$ cat src/rtl/clkout_pkg.sv
package clkout_pkg;
  localparam int CH_N     = 2;
  localparam int HALF_W   = 16;
  localparam int REG_W    = CH_N * HALF_W;
  localparam int DIV_W    = 4;
  localparam int SEL_W    = 3;
  localparam int EXT_N    = 5;
  localparam int EN_BIT   = 0;
  localparam int SRC_BIT  = 1;
  localparam int DIV_LSB  = 4;
  localparam int CMP_LSB  = 8;
  localparam int SEL_LSB  = 4;
  localparam int SEL_STEP = 4;

  typedef struct packed {
    logic             en;
    logic             src;
    logic [DIV_W-1:0] div;
    logic [DIV_W-1:0] cmp;
  } ch_cfg_t;

  function automatic ch_cfg_t unpack_half(input logic [HALF_W-1:0] h);
    ch_cfg_t c;
    c.en  = h[EN_BIT];
    c.src = h[SRC_BIT];
    c.div = h[DIV_LSB +: DIV_W];
    c.cmp = h[CMP_LSB +: DIV_W];
    return c;
  endfunction

  function automatic logic [HALF_W-1:0] pack_half(input ch_cfg_t c);
    logic [HALF_W-1:0] h;
    h = '0;
    h[EN_BIT]            = c.en;
    h[SRC_BIT]           = c.src;
    h[DIV_LSB +: DIV_W]  = c.div;
    h[CMP_LSB +: DIV_W]  = c.cmp;
    return h;
  endfunction

  // ratio N = div+1; ((N+1)/2)-1 reduces to div/2
  function automatic logic [DIV_W-1:0] half_cmp(input logic [DIV_W-1:0] div);
    return div >> 1;
  endfunction
endpackage

$ cat src/rtl/clkout_regs.sv
module clkout_regs
  import clkout_pkg::*;
#(
  parameter int CH = CH_N
) (
  input  logic                      clk_i,
  input  logic                      rst_ni,
  input  logic                      wr_en_i,
  input  logic                      addr_i,
  input  logic [REG_W-1:0]          wdata_i,
  output ch_cfg_t [CH-1:0]          cfg_o,
  output logic [CH-1:0][SEL_W-1:0]  sel_o,
  output logic [REG_W-1:0]          ctrl_o,
  output logic [REG_W-1:0]          misc_o
);
  ch_cfg_t [CH-1:0]         cfg_q, cfg_nxt;
  logic [CH-1:0][SEL_W-1:0] sel_q;

  for (genvar c = 0; c < CH; c++) begin : g_half
    ch_cfg_t w;
    assign w = unpack_half(wdata_i[c*HALF_W +: HALF_W]);
    assign cfg_nxt[c] = '{en:  w.en,
                          src: w.src,
                          div: w.div,
                          cmp: (w.div != cfg_q[c].div) ? half_cmp(w.div) : w.cmp};
    assign ctrl_o[c*HALF_W +: HALF_W] = pack_half(cfg_q[c]);
  end

  always_ff @(posedge clk_i or negedge rst_ni) begin
    if (!rst_ni) begin
      cfg_q <= '0;
      sel_q <= '0;
    end else if (wr_en_i) begin
      if (!addr_i) begin
        cfg_q <= cfg_nxt;
      end else begin
        for (int c = 0; c < CH; c++) sel_q[c] <= wdata_i[SEL_LSB + c*SEL_STEP +: SEL_W];
      end
    end
  end

  always_comb begin
    misc_o = '0;
    for (int c = 0; c < CH; c++) misc_o[SEL_LSB + c*SEL_STEP +: SEL_W] = sel_q[c];
  end

  assign cfg_o = cfg_q;
  assign sel_o = sel_q;
endmodule

$ cat src/rtl/clkout_chan.sv
module clkout_chan
  import clkout_pkg::*;
(
  input  logic       clk_i,
  input  logic       rst_ni,
  input  ch_cfg_t    cfg_i,
  input  logic [1:0] tick_i,
  output logic       dclk_o
);
  logic             run_q;
  logic [DIV_W-1:0] cnt_q;
  ch_cfg_t          act_q;
  logic             tick;

  assign tick = tick_i[act_q.src];

  // act_q holds the config of the running period; reloaded at start and wrap
  always_ff @(posedge clk_i or negedge rst_ni) begin
    if (!rst_ni) begin
      run_q <= 1'b0;
      cnt_q <= '0;
      act_q <= '0;
    end else if (!cfg_i.en || !run_q) begin
      run_q <= cfg_i.en;
      cnt_q <= '0;
      act_q <= cfg_i;
    end else if (tick) begin
      if (cnt_q == act_q.div) begin
        cnt_q <= '0;
        act_q <= cfg_i;
      end else begin
        cnt_q <= cnt_q + 1'b1;
      end
    end
  end

  assign dclk_o = run_q && cfg_i.en && (cnt_q <= act_q.cmp);
endmodule

$ cat src/rtl/clkout_sel.sv
module clkout_sel
  import clkout_pkg::*;
#(
  parameter int N_EXT = EXT_N
) (
  input  logic [SEL_W-1:0] sel_i,
  input  logic [N_EXT-1:0] ext_i,
  input  logic             dclk_i,
  output logic             out_o
);
  always_comb begin
    out_o = 1'b0;
    for (int k = 0; k < N_EXT; k++)
      if (sel_i == SEL_W'(k)) out_o = ext_i[k];
    if (sel_i == SEL_W'(N_EXT)) out_o = dclk_i;
  end
endmodule

$ cat src/rtl/clkout_gen.sv
module clkout_gen
  import clkout_pkg::*;
(
  input  logic             clk_i,
  input  logic             rst_ni,
  input  logic             wr_en_i,
  input  logic             addr_i,
  input  logic [REG_W-1:0] wdata_i,
  output logic [REG_W-1:0] rdata_o,
  input  logic [1:0]       src_tick_i,
  input  logic [EXT_N-1:0] ext0_i,
  input  logic [EXT_N-1:0] ext1_i,
  output logic [CH_N-1:0]  dclk_o,
  output logic [CH_N-1:0]  clkout_o
);
  ch_cfg_t [CH_N-1:0]         cfg;
  logic [CH_N-1:0][SEL_W-1:0] sel;
  logic [REG_W-1:0]           ctrl_q, misc_q;
  logic [CH_N-1:0][EXT_N-1:0] ext_all;

  assign ext_all = {ext1_i, ext0_i};

  clkout_regs #(.CH(CH_N)) u_regs (
    .clk_i   (clk_i),
    .rst_ni  (rst_ni),
    .wr_en_i (wr_en_i),
    .addr_i  (addr_i),
    .wdata_i (wdata_i),
    .cfg_o   (cfg),
    .sel_o   (sel),
    .ctrl_o  (ctrl_q),
    .misc_o  (misc_q)
  );

  for (genvar c = 0; c < CH_N; c++) begin : g_ch
    clkout_chan u_chan (
      .clk_i  (clk_i),
      .rst_ni (rst_ni),
      .cfg_i  (cfg[c]),
      .tick_i (src_tick_i),
      .dclk_o (dclk_o[c])
    );
    clkout_sel #(.N_EXT(EXT_N)) u_sel (
      .sel_i  (sel[c]),
      .ext_i  (ext_all[c]),
      .dclk_i (dclk_o[c]),
      .out_o  (clkout_o[c])
    );
  end

  assign rdata_o = addr_i ? misc_q : ctrl_q;
endmodule

$ cat config.mk
export PLATFORM = sky130hd
export DESIGN_NAME = clkout_gen
export DESIGN_NICKNAME = d
export VERILOG_FILES = /design/src/rtl/clkout_pkg.sv /design/src/rtl/clkout_regs.sv /design/src/rtl/clkout_chan.sv /design/src/rtl/clkout_sel.sv /design/src/rtl/clkout_gen.sv
export SDC_FILE = /design/constraint.sdc
export NUM_CORES = 1
export LEC_CHECK = 0
export BUFFER_PORTS_ARGS = -buffer_cell sky130_fd_sc_hd__buf_4
export CAP_MARGIN = 20
export CELL_PAD_IN_SITES_DETAIL_PLACEMENT = 1
export CELL_PAD_IN_SITES_GLOBAL_PLACEMENT = 2
export CORE_MARGIN = 2
export CORE_UTILIZATION = 33
export DETAILED_ROUTE_END_ITERATION = 12
export MAX_ROUTING_LAYER = met4
export PLACE_DENSITY = 0.83
export SYNTH_ARGS = -nofsm -noshare
export SYNTH_HDL_FRONTEND = slang
export SYNTH_SLANG_ARGS = --single-unit
export TNS_END_PERCENT = 20
$ cat constraint.sdc
create_clock -name clk_i -period 1.9 [get_ports clk_i]
set_input_delay 0.095 -clock clk_i [delete_from_list [all_inputs] [get_ports clk_i]]
set_output_delay 0.095 -clock clk_i [all_outputs]
set_load 0.02 [all_outputs]
Word-level counts from Yosys, hierarchy flattened --
Index checks and enable logic that the tools add are counted.
Word-level totals: flip-flop bits (word level) 54, input bits 48, output and inout port bits 36, logic and storage cells 92
Operators by class: $add $sub $neg 2, $lt $le $gt $ge 4, eq/ne operators 14, muxes and demuxes 31, bitwise gates (word level) 1, reduce and logical (&&, ||, !) cells 20
Operator list (count):
- $mux 9 | 6
- $mux 4 | 8
- $mux 28 | 1
- $mux 1 | 16
- $eq 3x2->1 const B | 4
- $eq 3x3->1 const B | 4
- $add 4x1->4 const B | 2
- $eq 4x4->1 | 2
- $le 4x4->1 | 2
- $ne 4x4->1 | 2
- $reduce_and 2->1 | 4
- $reduce_bool 2->1 | 4
- $eq 3x1->1 const B | 2
- $logic_not 3->1 | 2
- $logic_and 1x1->1 | 4
- $logic_not 1->1 | 4
- $lt 1x2->1 const B | 2
- $logic_or 1x1->1 | 2
- $not 1->1 | 1

Logic depth before layout (Yosys ltp) --
Gate-level depths: netlist of the first run.
word-level depth 7, mapped depth 7, mapped depth without buffers 6

Hierarchy --
Synthesis of the first run repeated with hierarchy kept, for this count alone.
Second synthesis, totals: cells, all modules 339, area, all modules 3883.7 µm²
By module, submodules not included:
- clkout_regs | times used 1, cells an instance 173, area an instance 1695.4 µm², seq. area each 650.6 µm²
- clkout_chan | times used 2, cells an instance 61, area an instance 774.5 µm², seq. area each 350.3 µm²
- clkout_gen | times used 1, cells an instance 36, area an instance 544.3 µm², seq. area each 0.0 µm²
- clkout_sel | times used 2, cells an instance 4, area an instance 47.5 µm², seq. area each 0.0 µm²

Least setup slack after synthesis of the first run --
Ideal clock, no wire load.
path type register to register, from register g_ch[1].u_chan.cnt_q[1], to register g_ch[1].u_chan.act_q[2] (netlist bit), library setup time 0.125 ns, data arrival time 1.493 ns, required time 1.775 ns, setup slack 0.282 ns, cell stages (with the launch flop) 5, path buffers 0, period minus slack after synthesis 1.618 ns, cells stage by stage dfrtp_1 xor2_1 o41ai_4 nand2_4 mux2_4
Between the ends: cells in the longest elaborated chain, start to end 3
Ends and longest elaborated chain:
- start, declared | line clkout_chan.sv:11 | logic [DIV_W-1:0] cnt_q;
- start signal, assigned | line clkout_chan.sv:32 | cnt_q <= cnt_q + 1'b1;
- $eq 4x4->1 | line clkout_chan.sv:28 | if (cnt_q == act_q.div) begin
- $reduce_bool 2->1 (no source line)
- $reduce_and 2->1 (no source line)
- end signal, assigned | line clkout_chan.sv:26 | act_q <= cfg_i;
- end signal, assigned | line clkout_chan.sv:30 | act_q <= cfg_i;
- end, declared | line clkout_chan.sv:12 | ch_cfg_t act_q;
No other way between the ends. A chain may end at the register's enable or synchronous reset.

Worst setup path in the final report of the first run --
from register g_ch[1].u_chan.cnt_q[1], to output clkout_o[1]
Between the ends: cells in the longest elaborated chain, start to end 3
Ends and longest elaborated chain:
- $le 4x4->1 | line clkout_chan.sv:37 | assign dclk_o = run_q && cfg_i.en && (cnt_q <= act_q.cmp);
- $logic_and 1x1->1 | line clkout_chan.sv:37
- $mux 1 | line clkout_sel.sv:15 | if (sel_i == SEL_W'(N_EXT)) out_o = dclk_i;
- end, declared | line clkout_gen.sv:14 | output logic [CH_N-1:0] clkout_o
No other way between the ends.

==> results of run 1 <==
[cell type report]
type                       count  area share
tap                          108      0.0355
clock inverter                 2     0.00427
timing repair buffer          73       0.149
inverter                      10     0.00986
sequential                    54       0.356
multi-input combinational    185       0.424
clock buffer                   6      0.0217
[flip-flops by register name, indices dropped and copies added, names as in the netlist]
| signal | cells |
|---|---|
| u_regs.cfg_o | 20 |
| g_ch.u_chan.cnt_q | 8 |
| g_ch.u_chan.act_q | 18 |
| u_regs.misc_o | 6 |
| g_ch.u_chan.run_q | 2 |
[cell usage in the layout (no fill, tap or decap)]
cell type,instances
clkbuf_8,6
xor2_1,15
nand2b_1,6
o41ai_4,2
dfrtp_1,50
o21a_1,2
clkinvlp_4,1
mux2i_1,10
o2111ai_1,1
a211oi_1,1
nand3_1,6
inv_2,2
conb_1,12
o21ai_0,18
nor3b_1,2
inv_1,8
a21oi_1,3
dfrtp_2,4
mux2_2,43
buf_4,68
and2_1,2
ha_1,6
nand2_1,19
dlygate4sd3_1,1
nor2b_4,2
o2bb2ai_1,3
mux2_4,1
o32ai_1,2
nor4_4,2
ha_4,4
xor2_2,1
nand2_4,2
nor2b_1,14
buf_6,4
and3_4,2
a41o_1,2
and3_1,1
inv_6,1
o2111ai_2,1
[path summary, 6_finish.rpt]
kind | from | endpoint | slack (ns) | depth (start not counted)
max | g_ch[1].u_chan.cnt_q[1] | clkout_o[1] | 0.0006 | 6
max reg2reg | g_ch[1].u_chan.cnt_q[3] | g_ch[1].u_chan.act_q[2] | 0.06 | 5
min in group asynchronous | rst_ni | u_regs.cfg_o[16] | 0.38 | 2
min reg2reg | u_regs.cfg_o[19] | g_ch[1].u_chan.run_q | 0.42 | 0
max in group asynchronous | rst_ni | g_ch[1].u_chan.cnt_q[3] | 1.02 | 2
min | wdata_i[16] | u_regs.cfg_o[19] | 0.02 | 2
[per-layer routing]
layer | routed length, um | vias to the layer above
li1 | - | 1019
met1 | 3260 | 1052
met2 | 3320 | 50
met3 | 195 | 2
met4 | 35 | 0
met5 | 0 | -
[where the power goes]
part / switching [mW] / internal (mW)
Clock: 0.398 / 0.301
Sequential: 0.180 / 1.37
Combinational: 0.640 / 0.664
[worst max-delay path: stages, from the launching register on]
cell	delay, ns
dfrtp_1	0.43
ha_4	0.29
nor2b_4	0.13
o2111ai_2	0.12
and3_4	0.21
o21a_1	0.20
buf_6	0.13
[per-stage QoR]
step	setup TNS (ns)	total power [mW]	cells	setup WS [ns]
2_1_floorplan	0	2.38	273	0.282
3_3_place_gp	0	2.67	419	0.129
3_5_place_dp	0	2.72	419	0.120
4_1_cts	-0.0421	3.51	436	-0.0290
5_1_grt	-0.152	3.79	438	-0.0906
6_report	0	3.55	438	0.000640
[what timing repair did]
item,CTS,global route
pin swaps,4,11
resized for setup,12,10
hold buffers,1,0
cloned,0,0
hold endpoints to repair,54,0
setup endpoints to repair,3,12
buffers inserted,8,2
[cell families after synthesis]
kind of cell | Yosys count
XOR/XNOR | 16
other | 1
adder cells (fa/ha/maj) | 10
flip-flops | 54
buffers and inverters | 34
AND/OR/NAND/NOR | 58
AO/OA/AOI/OAI | 35
multiplexers | 54
==> summary.txt, run 1 <==
Synth
  • Main combinational cell family by area after synthesis: multiplexers
  • Post-synthesis mux area share: 0.198
  • Register area share after synthesis: 0.447
  • Synth warn: 0
  • Mapped Area: 0.00302 mm^2
  • Area contributors post-synth: dfrtp_1, mux2_2, xor2_1, ha_1, buf_4
  • Yosys reg bits: 54
  • Compound-cell area share of the yosys netlist: 0.0873
  • Synth Area in XOR/XNOR: 0.0464
  • Syn Area/Cell: 11.5 um^2
  • Synth Instances: 262
  • Ys async rst share: 1.00
  • Number of synthesized flops with an enable pin: 0
  • Count leader, synth: dfrtp_1
  • Yosys top cell area share: 0.447
  • Primary FF master, synth: dfrtp_1
  • Netlist cell types: 30
  • Post-synthesis simple-gate area fraction: 0.116
  • Adder-cell share of the synthesized area: 0.0414
  • Post-synth top area cell: dfrtp_1
  • Top post-synthesis cells by count: dfrtp_1, mux2_2, nand2_1

CTS
  • Max Root-Sink Buffers: 2
  • Max H-tree Level: 2
  • # clock sinks: 54
  • Clk slew on worst S/H paths: 0.10 ns
  • CTS root buf: clkbuf_8
  • CTS tree: built
  • Worst skew pair latency: 0.31 ns
  • CTS buffer count: 5

Routing
  • Vias post-DR: 2123
  • Initial DRC Count: 39
  • First drt pass iteration count: 4
  • Routed vias/inst: 4.85
  • DR DRC count: 0
  • Post-detailed-routing wire length: 6820 um
  • Drt wl/cell: 15.6 um
  • Detail Route Antenna Nets: 0

GRT
  • First-pass GRT wire length: 11300 um
  • Initial antenna violation count: 0
  • Grt ovf: 0
  • Met2 usage: 0.242
  • Largest net degree at the start of global routing: 55
  • M1 GR Usage: 0.193
  • GRT busiest layer: met2
  • Met3 Use GR: 0.0232
  • Tot GR Track Use: 0.147
  • Vias in the first global route: 2294

Floorplanning
  • Initial Util: 0.343
  • Die W: 99.7 um
  • Die Y: 99.7 um
  • Die footprint: 0.00994 mm^2
  • Core Area: 0.00881 mm^2
  • Rows: 34
  • Ports: 84

Power and ir drop
  • VDD IR max: 0.329 mV
  • P per Cell Area: 933 mW/mm^2
  • Leak: 1.72 nW

STA
  • Relative max-transition margin: 0.539
  • Slew Viols, Final: 0
  • RSZ-0062 raised after global routing: yes
  • Period utilisation layout: 1.00
  • Tmin final: 1.90 ns
  • Clk_skew: 0.00846 ns
  • Hold_ws: 0.0177 ns
  • Setup Viol. Count Final: 0
  • Fmax: 526 MHz
  • Final hold vios: 0
  • Worst slew pin tran: 0.692 ns

Setup path
  • CP Launch Type: flip-flop
  • WP data required: 1.80 ns
  • CP Capture Type: output pin
  • Crit path DAT: 1.80 ns
  • Worst Path Max Fanout: 3
  • Crit Path Category: reg2out

Cells and area
  • Register Area: 0.00136 mm^2
  • Post-route core utilization: 0.432
  • Share of cells above drive strength 1: 0.442
  • Non-Filler Cell Area, Final: 0.00381 mm^2
  • Multi-input logic area: 0.00161 mm^2
  • FILL cells: 969
  • Area grow syn2layout: 25.9%
  • Nets: 387
  • Antenna Cells: 0

Run status
  • Status: finished clean

Placement
  • PortBufs: 59
  • Gpl congestion: 0.778
  • DP Area: 0.00351 mm^2
  • Dpl hpwl: 4910 um

Flow run
  • Max cap viols: 0

Hold path
  • Hold WC Path Type: in2reg
(Power assumes the default switching activity.)
==> run 2: changes to the inputs <==
CORE_UTILIZATION = 36   (was 33)
PLACE_DENSITY = 0.85   (was 0.83)
SYNTH_HIERARCHICAL = 1   (was default)
==> run 2 against run 1 <==
  * The run now ends with setup timing left
  * Synthesized cell count up 29%
  * Final area up 19%
  * Die area rose by 17%
  * Critical endpoint is now clkout_o[0]
  * Global-route usage increased by 1.4 points
  * Hold slack gained 0.0023 ns
  * Final cell count up 23%
  * Largest cell class unchanged
  * Clock power up 8.6%
  * Total power down 0.96%
  * Sequential power is 5% lower
  * Largest power group unchanged
  * Clock-buffer cell count up 2
  * Via count is 18% higher
==> summary.txt, run 2 <==
Setup path
  • R2r setup slk: -0.01 ns
  • Crit Path Category: reg2out
  • CP Capture Type: output pin
  • Crit path DAT: 2.44 ns
  • CP Launch Type: flip-flop
  • Worst Path Buf+Inv: 1
  • CP cell instances: ha_4 > nor2b_4 > o21a_1 > nor3_2 > o21a_2 > mux4_2 > mux2_4 > buf_6
  • Slowest-stage cell, CP: mux4_2
  • Worst Path Max Fanout: 2
  • WP data required: 1.80 ns
  • CP peak stage delay: 0.47 ns
  • Delay-heaviest family, CP: multiplexers

CTS
  • CTS root buf: clkbuf_8
  • CTS buffer count: 5
  • Max H-tree Level: 2
  • Max Root-Sink Buffers: 2
  • Worst skew pair latency: 0.31 ns
  • CTS tree: built
  • # clock sinks: 54
  • Clk slew on worst S/H paths: 0.09 ns

Floorplanning
  • Core Area: 0.0104 mm^2
  • Die footprint: 0.0116 mm^2
  • Die W: 108 um
  • Initial Util: 0.373
  • Ports: 84
  • Rows: 37
  • Die Y: 108 um

STA
  • Clk_skew: 0.00832 ns
  • Hold_ws: 0.0201 ns
  • Worst slew pin tran: 0.708 ns
  • Slew Viols, Final: 0
  • Fmax: 395 MHz
  • Final WS setup: -0.633 ns
  • Setup Viol. Count Final: 7
  • Relative max-transition margin: 0.528
  • Period utilisation layout: 1.33
  • Tmin final: 2.53 ns
  • Final hold vios: 0
  • RSZ-0062 raised after global routing: yes

Synth
  • Area contributors post-synth: dfrtp_1, mux2_4, buf_4, nand2_1, xor2_1
  • Post-synth top area cell: dfrtp_1
  • Netlist cell types: 36
  • Ys async rst share: 1.00
  • Register area share after synthesis: 0.348
  • Yosys top cell area share: 0.348
  • Syn Area/Cell: 11.5 um^2
  • Top post-synthesis cells by count: buf_4, dfrtp_1, mux2_4
  • Primary FF master, synth: dfrtp_1
  • Synth warn: 6
  • Mapped Area: 0.00388 mm^2
  • Yosys reg bits: 54
  • Number of synthesized flops with an enable pin: 0
  • Count leader, synth: buf_4
  • Synth Instances: 339

Routing
  • First drt pass iteration count: 4
  • Post-detailed-routing wire length: 8520 um
  • Drt wl/cell: 15.8 um
  • DR DRC count: 0
  • Detail Route Antenna Nets: 0
  • Vias post-DR: 2498
  • Initial DRC Count: 65
  • Routed vias/inst: 4.64

Placement
  • PortBufs: 59
  • Gpl congestion: 0.763
  • DP Area: 0.00425 mm^2
  • DP Worst Slack: -0.303 ns
  • Dpl hpwl: 6520 um

Power and ir drop
  • P per Cell Area: 775 mW/mm^2
  • VDD IR max: 0.341 mV
  • Leak: 2.30 nW
  • Total power: 3.52 mW

Cells and area
  • Most frequent cells in the layout: buf_4, dfrtp_1, mux2_4
  • Max reg flops: 20
  • Area grow syn2layout: 16.8%
  • Post-route core utilization: 0.436
  • Share of cells above drive strength 1: 0.448
  • Nets: 459
  • Most common cell after layout, fill and taps aside: buf_4
  • Antenna Cells: 0
  • Non-Filler Cell Area, Final: 0.00454 mm^2

GRT
  • Largest net degree at the start of global routing: 55
  • Initial antenna violation count: 0
  • Tot GR Track Use: 0.161
  • Grt ovf: 0
  • Vias in the first global route: 2727
  • First-pass GRT wire length: 14300 um

Run status
  • Failing checks: setup timing
  • Status: complete, but fails checks

Flow run
  • Max cap viols: 0

Hold path
  • Hold WC Path Type: in2reg
run 2: cell types whose count changed after synthesis, moves of 6 or more:
cell | previous run | this run
buf_4 | 16 | 64
mux2_4 | 1 | 48
mux2_2 | 43 | 10
nand2_1 | 19 | 39
nor2b_1 | 16 | 3
o21ai_0 | 18 | 10
and3b_1 | 0 | 6
mux2i_1 | 10 | 4
o211ai_2 | 0 | 6
o41ai_1 | 0 | 6
run 2: area by class of cell:
cell class | count | area, um^2
Inverter | 8 | 30.0
Tap cell | 136 | 170
Multi-Input combinational cell | 241 | 2150
Fill cell | 1168 | 5880
Clock buffer | 8 | 110
Timing Repair Buffer | 91 | 724
Sequential cell | 54 | 1350
run 2: report_power, final:
group	switching (mW)	internal, mW	leakage [nW]
Sequential	0.156	1.31	0.682
Combinational	0.593	0.695	1.56
Clock	0.390	0.369	0.0575
Total	1.14	2.38	2.30
run 2: per-stage QoR:
stage	setup TNS (ns)	instances
2_1_floorplan	-0.301	376
3_3_place_gp	-0.385	521
3_5_place_dp	-0.573	521
4_1_cts	-1.24	537
5_1_grt	-1.94	538
6_report	-1.34	538
run 2: routing by layer:
| layer | vias up | wire length (um) | global-route usage |
|---|---|---|---|
| li1 | 1200 | - | - |
| met1 | 1245 | 4020 | 0.211 |
| met2 | 47 | 4220 | 0.269 |
| met3 | 6 | 217 | 0.0182 |
| met4 | 0 | 68 | 0.0330 |
| met5 | - | 0 | - |
run 2: logic make-up after synthesis:
family | share of synthesized area
buf+inv | 0.155
simple gates | 0.0983
mux | 0.236
flops | 0.348
compound gates | 0.0912
xor+xnor | 0.0380
fa+ha+maj | 0.0322
other cells | 0.000966
run 2: worst paths after layout:
path | start | endpoint | depth (start not counted)
worst max-delay path | g_ch[0].u_chan/cnt_q[1] | clkout_o[0] | 8
worst min-delay path | wdata_i[27] | u_regs/cfg_o[13] | 3
worst max register to register | g_ch[0].u_chan/cnt_q[2] | g_ch[0].u_chan/act_q[1] | 5
worst min register to register | u_regs/cfg_o[9] | g_ch[0].u_chan/run_q | 0
max in group asynchronous | rst_ni | u_regs/cfg_o[13] | 2
min in group asynchronous | rst_ni | u_regs/misc_o[5] | 2
run 2: worst min-delay path, delay by kind of cell:
| kind | cells | cell delay, ns |
|---|---|---|
| buf+inv | 1 | 0.11 |
| simple gates | 1 | 0.05 |
| compound gates | 1 | 0.05 |
run 2: repair_timing:
action                                 in CTS  in global routing
buffers inserted                            2                  2
hold buffers                                6                  0
endpoints found under the hold margin      59                  0
setup endpoints to repair                  13                 22
pin swaps                                   2                  0
gates resized for setup                    11                  8
==> run 3: changes to the inputs <==
REMOVE_ABC_BUFFERS = 1   (was default)
==> run 3 against run 2 <==
  * The flow still finishes with violations (setup timing)
  * Setup slack better by 0.030 ns
  * Wire length grew 2.9%
  * Via count hardly changed
  * Fmax increased by 1.2%
  * Clock power down 7.5%
  * Flip-flop and latch count unchanged
  * Die area did not move
  * Sequential power about the same
  * Clock skew about the same
  * Global-route usage is 0.16 points higher
  * Total power shrank 1.6%
  * Utilization is 0.38 points lower
  * Highest routed layer unchanged
==> summary.txt, run 3 (synthesis gave the netlist of run 2 again) <==
Placement
  • Gpl congestion: 0.825
  • PortBufs: 59
  • Dpl hpwl: 6550 um

Floorplanning
  • Die W: 108 um
  • Rows: 37
  • Initial Util: 0.373
  • Die footprint: 0.0116 mm^2
  • Core Area: 0.0104 mm^2
  • Ports: 84
  • Die Y: 108 um

Setup path
  • Worst Path Max Fanout: 2
  • RR Endpoint: g_ch[0].u_chan/act_q[5]
  • Crit path DAT: 2.41 ns
  • Worst Path Buf+Inv: 1
  • R2r setup slk: -0.02 ns
  • Worst r2r src: g_ch[0].u_chan/cnt_q[2]
  • CP peak stage delay: 0.47 ns
  • Delay-heaviest family, CP: multiplexers
  • Slowest-stage cell, CP: mux4_2
  • WP data required: 1.80 ns
  • CP most frequent cell: o21a_1
  • Crit Path Category: reg2out
  • CP Launch Type: flip-flop
  • R2R depth: 5
  • CP cell instances: ha_4 > nor2b_4 > o21a_1 > nor3_2 > o21a_1 > mux4_2 > mux2_2 > buf_6
  • Critical path launch point: g_ch[1].u_chan/cnt_q[1]
  • CP Capture Type: output pin

STA
  • Fmax: 400 MHz
  • Tmin final: 2.50 ns
  • Clk_skew: 0.00852 ns
  • Final hold vios: 0
  • Relative max-transition margin: 0.527
  • RSZ-0062 raised after global routing: yes
  • Setup_tns: -1.37 ns
  • Worst slew pin tran: 0.709 ns
  • Period utilisation layout: 1.32
  • Setup Viol. Count Final: 13
  • Slew Viols, Final: 0
  • Final WS setup: -0.603 ns

Power and ir drop
  • Total power: 3.46 mW
  • VDD IR max: 0.358 mV
  • P per Cell Area: 769 mW/mm^2
  • Leak: 2.28 nW

CTS
  • Worst skew pair latency: 0.32 ns
  • CTS buffer count: 5
  • Max H-tree Level: 2
  • CTS tree: built
  • CTS root buf: clkbuf_8
  • Clk slew on worst S/H paths: 0.11 ns
  • # clock sinks: 54
  • Max Root-Sink Buffers: 2

Cells and area
  • Antenna Cells: 0
  • Post-route core utilization: 0.432
  • Most common cell after layout, fill and taps aside: buf_4
  • Max reg flops: 20
  • Nets: 458
  • Area grow syn2layout: 15.8%
  • Most frequent cells in the layout: buf_4, dfrtp_1, mux2_4
  • Share of cells above drive strength 1: 0.429

Routing
  • Top sig layer: met4
  • Post-detailed-routing wire length: 8770 um
  • Initial DRC Count: 100
  • Met3 wire len: 238 um
  • DR DRC count: 0
  • Wl on met1: 4070 um
  • First drt pass iteration count: 4
  • Met2 wire length: 4380 um
  • Routed vias/inst: 4.65
  • Vias post-DR: 2496
  • Detail Route Antenna Nets: 0
  • Drt wl/cell: 16.3 um

Hold path
  • Hold WC Path Type: in2reg
  • Hold Path Depth: 3
  • Worst hold start: wdata_i[27]
  • Hold Path End: u_regs/cfg_o[13]

Flow run
  • Max cap viols: 0

Run status
  • Status: complete, but fails checks
  • Failing checks: setup timing

GRT
  • Initial antenna violation count: 0
  • Largest net degree at the start of global routing: 55
  • Tot GR Track Use: 0.162
  • Grt ovf: 0
  • Vias in the first global route: 2805
  • First-pass GRT wire length: 14300 um
-- run 3: worst max path at each step --
stage	endpoint	slack, ns	cells after the start
5_1_grt	clkout_o[1]	-0.69	9
6_report	clkout_o[1]	-0.60	8
3_5_place_dp	clkout_o[1]	-0.28	9
2_1_floorplan	clkout_o[0]	-0.20	7
4_1_cts	clkout_o[0]	-0.63	9
3_3_place_gp	clkout_o[1]	-0.19	8
-- run 3: timing repair --
action                     4_1_cts  5_1_grt
hold buffers                     7        1
cloned                           0        0
gates resized for setup          7        8
pin swaps                        4        4
setup endpoints to repair       13       13
hold endpoints to repair        60        1
setup buffers                    1        2
-- run 3: layout make-up --
cell class / instances / area (um^2)
fillers: 1177 / 5920
multi-input cells: 241 / 2130
flip-flops and latches: 54 / 1350
repair buffers: 90 / 723
well taps: 136 / 170
clock buffers: 5 / 68.8
inverters: 8 / 30.0
clock inverters: 3 / 28.8
-- run 3: power by group --
group          total, mW  internal (mW)  leakage (nW)  switching, mW
Sequential          1.47           1.31         0.682          0.157
Combinational       1.29          0.690          1.55          0.596
Clock              0.702          0.274        0.0502          0.428
Total               3.46           2.28          2.28           1.18
-- run 3: tightest hold or removal path, cell delays in order --
cell and delay [ns]:
buf_4 0.11, nand2_1 0.05, o21ai_1 0.05
-- run 3: metal layers --
metal	global-route usage	up-vias
met2	0.269	53
met1	0.207	1244
li1	-	1194
met5	-	-
met4	0.0440	0
met3	0.0248	5
-- run 3: per-stage QoR --
stage,setup WS (ns),std cells,cell area (um^2),hold slack [ns]
floorplan,-0.197,303,3450,-0.201
global placement,-0.188,518,4230,0.188
detailed placement,-0.283,518,4230,0.189
CTS,-0.630,534,4430,0.00178
global route,-0.693,537,4500,0.00471
finish,-0.603,537,4500,0.0131
